File: src/rtl/bbk_pkg.sv
package bbk_pkg;
    localparam int BIT_OK    = 31;
    localparam int BIT_DIS   = 30;
    localparam int BIT_REEN  = 29;
    localparam int BIT_CUT   = 28;
    localparam int BIT_MTYPE = 1;

    typedef enum logic [1:0] {
        ST_LINKED = 2'd0,
        ST_ARMED  = 2'd1,
        ST_CUT    = 2'd2
    } bbk_state_e;
endpackage

File: src/rtl/bbk_sync.sv
module bbk_sync #(
    parameter int STAGES = 2
) (
    input  logic clk,
    input  logic rst_n,
    input  logic din,
    output logic dout
);
    generate
        if (STAGES <= 1) begin : g_single
            logic q;
            always_ff @(posedge clk or negedge rst_n) begin
                if (!rst_n) q <= 1'b0;
                else        q <= din;
            end
            assign dout = q;
        end else begin : g_chain
            logic [STAGES-1:0] sh;
            always_ff @(posedge clk or negedge rst_n) begin
                if (!rst_n) sh <= '0;
                else        sh <= {sh[STAGES-2:0], din};
            end
            assign dout = sh[STAGES-1];
        end
    endgenerate
endmodule

File: src/rtl/bbk_fsm.sv
module bbk_fsm
    import bbk_pkg::*;
(
    input  logic clk,
    input  logic rst_n,
    input  logic wr,
    input  logic dis_req,
    input  logic reen_req,
    output logic bat_en,
    output logic cut,
    output logic armed
);
    bbk_state_e state_q, state_d;

    always_ff @(posedge clk or negedge rst_n) begin
        if (!rst_n) state_q <= ST_LINKED;
        else        state_q <= state_d;
    end

    always_comb begin
        state_d = state_q;
        if (wr) begin
            unique case (state_q)
                ST_LINKED: begin
                    if (dis_req && !reen_req) state_d = ST_ARMED;
                end
                ST_ARMED: begin
                    if (reen_req)     state_d = ST_LINKED;
                    else if (dis_req) state_d = ST_CUT;
                    else              state_d = ST_LINKED;
                end
                ST_CUT: begin
                    if (reen_req) state_d = ST_LINKED;
                end
                default: state_d = ST_LINKED;
            endcase
        end
    end

    always_comb begin
        bat_en = 1'b1;
        cut    = 1'b0;
        armed  = 1'b0;
        unique case (state_q)
            ST_LINKED: ;
            ST_ARMED:  armed = 1'b1;
            ST_CUT: begin
                bat_en = 1'b0;
                cut    = 1'b1;
            end
            default: ;
        endcase
    end
endmodule

File: src/rtl/bbk_readmux.sv
module bbk_readmux
    import bbk_pkg::*;
#(
    parameter int DATA_W = 32
) (
    input  logic              ok_sync,
    input  logic              cut,
    input  logic              mtype,
    output logic [DATA_W-1:0] rdata
);
    always_comb begin
        rdata            = '0;
        rdata[BIT_OK]    = ok_sync;
        rdata[BIT_CUT]   = cut;
        rdata[BIT_MTYPE] = mtype;
    end
endmodule

File: src/rtl/bbk_ctrl.sv
module bbk_ctrl
    import bbk_pkg::*;
#(
    parameter int DATA_W      = 32,
    parameter int SYNC_STAGES = 2
) (
    input  logic              clk,
    input  logic              rst_n,
    input  logic              csr_wr,
    input  logic [DATA_W-1:0] csr_wdata,
    output logic [DATA_W-1:0] csr_rdata,
    input  logic              bat_ok_raw,
    input  logic              mem_type,
    output logic              bat_en
);
    logic ok_sync;
    logic fsm_cut;
    logic fsm_armed;

    bbk_sync #(.STAGES(SYNC_STAGES)) u_sync (
        .clk   (clk),
        .rst_n (rst_n),
        .din   (bat_ok_raw),
        .dout  (ok_sync)
    );

    bbk_fsm u_fsm (
        .clk      (clk),
        .rst_n    (rst_n),
        .wr       (csr_wr),
        .dis_req  (csr_wdata[BIT_DIS]),
        .reen_req (csr_wdata[BIT_REEN]),
        .bat_en   (bat_en),
        .cut      (fsm_cut),
        .armed    (fsm_armed)
    );

    bbk_readmux #(.DATA_W(DATA_W)) u_rmux (
        .ok_sync (ok_sync),
        .cut     (fsm_cut),
        .mtype   (mem_type),
        .rdata   (csr_rdata)
    );
endmodule

File: config.mk
export PLATFORM = sky130hd
export DESIGN_NAME = bbk_ctrl
export DESIGN_NICKNAME = d
export VERILOG_FILES = /design/src/rtl/bbk_pkg.sv /design/src/rtl/bbk_sync.sv /design/src/rtl/bbk_fsm.sv /design/src/rtl/bbk_readmux.sv /design/src/rtl/bbk_ctrl.sv
export SDC_FILE = /design/constraint.sdc
export NUM_CORES = 1
export LEC_CHECK = 0
export ABC_AREA = 1
export BUFFER_PORTS_ARGS = -buffer_cell sky130_fd_sc_hd__buf_2
export CAP_MARGIN = 20
export CORE_MARGIN = 1.5
export CORE_UTILIZATION = 24
export DETAILED_ROUTE_END_ITERATION = 7
export PLACE_DENSITY_LB_ADDON = 0.2
export RECOVER_POWER = 25
export SKIP_LAST_GASP = 1
export SYNTH_ARGS = -nofsm -noshare
export SYNTH_HDL_FRONTEND = slang
export SYNTH_SLANG_ARGS = --single-unit
File: constraint.sdc
create_clock -name clk -period 0.8 [get_ports clk]
set_input_delay 0.04 -clock clk [delete_from_list [all_inputs] [get_ports clk]]
set_output_delay 0.04 -clock clk [all_outputs]
set_load 0.02 [all_outputs]
==> results.txt <==
From left edge to right edge, the die measures 45.2 µm. The area fraction of the dominant cell type after synthesis is 56.3%. The routed via count divided by cell count was 3.08.

The height of the chip works out to 45.2 µm. Between clock sinks in the finished design, the worst skew comes to 0.0000271 ns. Summed over all cells, the static leakage comes to 0.269 nW. The longest clock path from root to sink contains 2 buffers.

The checks that failed: setup timing. The final setup violation count came out at 4. For the worst-skew pair, the clock arrives at the later sink with an insertion delay of 0.23 ns.

Entering global routing, the biggest net connects 5 pins. The worst min-delay path category was input port to output port. The kind of capture point of the worst setup path was an output port. The first global-routing pass estimated 586 µm of wire.

Dividing total power by cell area gives a power density of 1940 mW/mm². For the peak supply drop, the log shows 0.536 mV. The count of buffers added on input and output ports is 8. Prevailing post-synth register cell: dfrtp_1. For the final net count, the log shows 108. The largest driver fanout on the critical path came out at 4. The total count of max-transition violations in the final report came out at 0. The tool flagged a number of max-cap violations equal to 0. At the end of routability-driven placement, the weighted congestion stood at 0.604.

Clock tree synthesis selected as its root buffer the cell clkbuf_4. The tools report the die outline area as 0.00204 mm². Of the available clock period, the critical path in the final layout requires 125%. The run gives 0 as the number of failing hold endpoints at the final stage.

After synthesis, the cell types taking the most area are buf_4 56%, dfrtp_1 23%, nand2_1 8.8%. The area growth from synthesis to layout is -0.293%. Library cell with the highest instance count after synthesis: buf_4. The synthesis warning total was 0. STA classifies the critical path startpoint as a flip-flop. Synthesis produced 58 cells.

The number of clock buffers added by TritonCTS is 3. Once the floorplan was initialized, standard cells occupied 25.3% of the core. The tools report the least setup slack across all paths after layout as -0.197 ns.

TritonCTS built the clock tree. The via count of the first global-routing pass was 173. Maximum level of the CTS H-tree: 1. Setup repair after global routing could not meet its margin everywhere.

The number of enable flip-flop cells after synthesis is 0. The clock-pin slew reported for the worst setup and hold paths after clock tree synthesis came out at 0.04 ns. The tools report the iteration-0 DRC count of the detailed router as 2. At the worst endpoint, the arrival time is 0.96 ns. In the final layout, the share of cells above drive strength 1 is 24.6%.

The critical path in this run is classified as flip-flop to output port. The routed layout has 265 vias. For this design the top-level I/O count stands at 70. The sequential element share of the synthesized area was 23.5%. Synthesis instantiated 9 different standard cells from the library. The total global routing track utilization was 4.43%; the detailed-router iteration count before antenna repair was 2.

In the final routed layout, each cell accounts on average for 5.02 µm. The synthesized area divided by synthesized cell count was 7.36 µm²; the half-perimeter wire length of the detailed placement result was 375 µm. The tools report the final cell utilization of the core as 25.2%.

Hold timing on the final database bottoms out at a slack of 0.0800 ns. After routing the design area is 425 µm². The library cell occupying the most area in the post-synthesis netlist was buf_4. The flow ran to the end, but the final reports show violations. The run gives 826 µW as the overall power consumption. Critical path data required time: 0.76 ns. By count the netlist is led by 32 x buf_4, 10 x nand2_1, 5 x inv_1.

The core region is 0.00169 mm². The post-detailed-route count of antenna-violating nets is 0, and the synthesized cell area is 427 µm². In this run the cell area measured after placement is 353 µm².

The tools report the total congestion overflow after global routing as 0. For this block, the routed nets add up to 432 µm of wire. The floorplan has 15 rows. The post-synthesis sequential element count was 4; the initial antenna violation count was 0.

The remaining design rule violation count is 0. Timing analysis after detailed placement gives a worst setup slack of -0.0606 ns. CTS saw 4 sinks. The proportion of synthesized flip-flops having asynchronous set or reset came out at 100%. The number of diodes added for antenna fixing is 0, and the final critical-path required period is 0.997 ns. The tools report the maximum clock frequency as 1000 MHz.
==> cells by family (layout without fill, tap and decap cells) <==
logic type,count (synthesis),in the layout,synth area share [%]
buffers and inverters,38,21,61.6
AND/OR/NAND/NOR,14,14,12.9
AO/OA/AOI/OAI,1,1,1.17
other,1,29,0.879
flip-flops,4,4,23.5
==> registers in the layout, summed over array words and instances, names as in the netlist <==
register	cells
u_sync.g_chain.sh	2
u_fsm.state_q	2
==> placed cells by master, fill, tap and decap left out <==
cell type,netlist,final
nand2_1,10,10
buf_2,0,6
a21oi_1,1,1
buf_6,0,1
dfrtp_2,0,1
buf_4,32,3
nor2_1,3,3
inv_2,1,2
dlygate4sd3_1,0,2
nor2_4,0,1
conb_1,1,29
inv_1,5,4
dfrtp_1,4,3
clkbuf_4,0,3
==> stage by stage <==
stage | setup TNS [ns] | instances
after floorplan | -0.0200 | 86
after global placement | -0.0918 | 79
after global routing | -0.781 | 86
final | -0.598 | 86
after detailed placement | -0.120 | 79
after CTS | -0.571 | 85
==> final cells by class <==
cell class | count | area (µm²)
Fill cell | 208 | 1260
Timing Repair Buffer | 12 | 83.8
Tap cell | 17 | 21.3
Multi-Input combinational cell | 44 | 174
Sequential cell | 4 | 101
Inverter | 6 | 22.5
Clock buffer | 3 | 22.5
==> routing by layer <==
metal | routed length [µm] | global-route usage (%) | vias to the layer above
met2 | 222 | 7.14 | 19
li1 | - | - | 129
met4 | 0 | 5.29 | 0
met5 | 0 | 0 | -
met1 | 167 | 3.39 | 117
met3 | 42 | 2.40 | 0
==> critical path, cell delays in order, from the launching register on <==
cell	delay [ns]
dfrtp_2	0.43
nor2_4	0.14
inv_2	0.04
buf_6	0.12
==> where the power goes <==
group          switching [mW]  leakage, nW  internal (mW)  total, mW
Sequential             0.0366       0.0486          0.237      0.274
Clock                  0.0773       0.0138          0.167      0.245
Combinational           0.210        0.206         0.0970      0.307
==> worst paths after layout <==
check / from / endpoint / slack [ns] / depth (start not counted)
setup / recovery: u_fsm.state_q[0]$_DFFE_PN0P_ / bat_en / -0.20 / 3
hold reg to reg: u_sync.g_chain.sh[0]$_DFF_PN0_ / u_sync.g_chain.sh[1]$_DFF_PN0_ / 0.35 / 0
max in group asynchronous: rst_n / u_fsm.state_q[0]$_DFFE_PN0P_ / 0.53 / 2
setup reg to reg: u_fsm.state_q[1]$_DFFE_PN0P_ / u_fsm.state_q[1]$_DFFE_PN0P_ / -0.15 / 7
hold / removal: mem_type / csr_rdata[1] / 0.08 / 0
min in group asynchronous: rst_n / u_sync.g_chain.sh[0]$_DFF_PN0_ / 0.15 / 2
==> timing repair <==
action                                  4_1_cts  5_1_grt
endpoints found under the setup margin        4        4
setup buffers                                 1        1
pin swaps                                     3        1
cloned                                        0        0
hold buffers                                  2        0
hold endpoints to repair                      5        0
gates resized for setup                       5        1
Note: power is estimated with default switching activity, not from simulation.
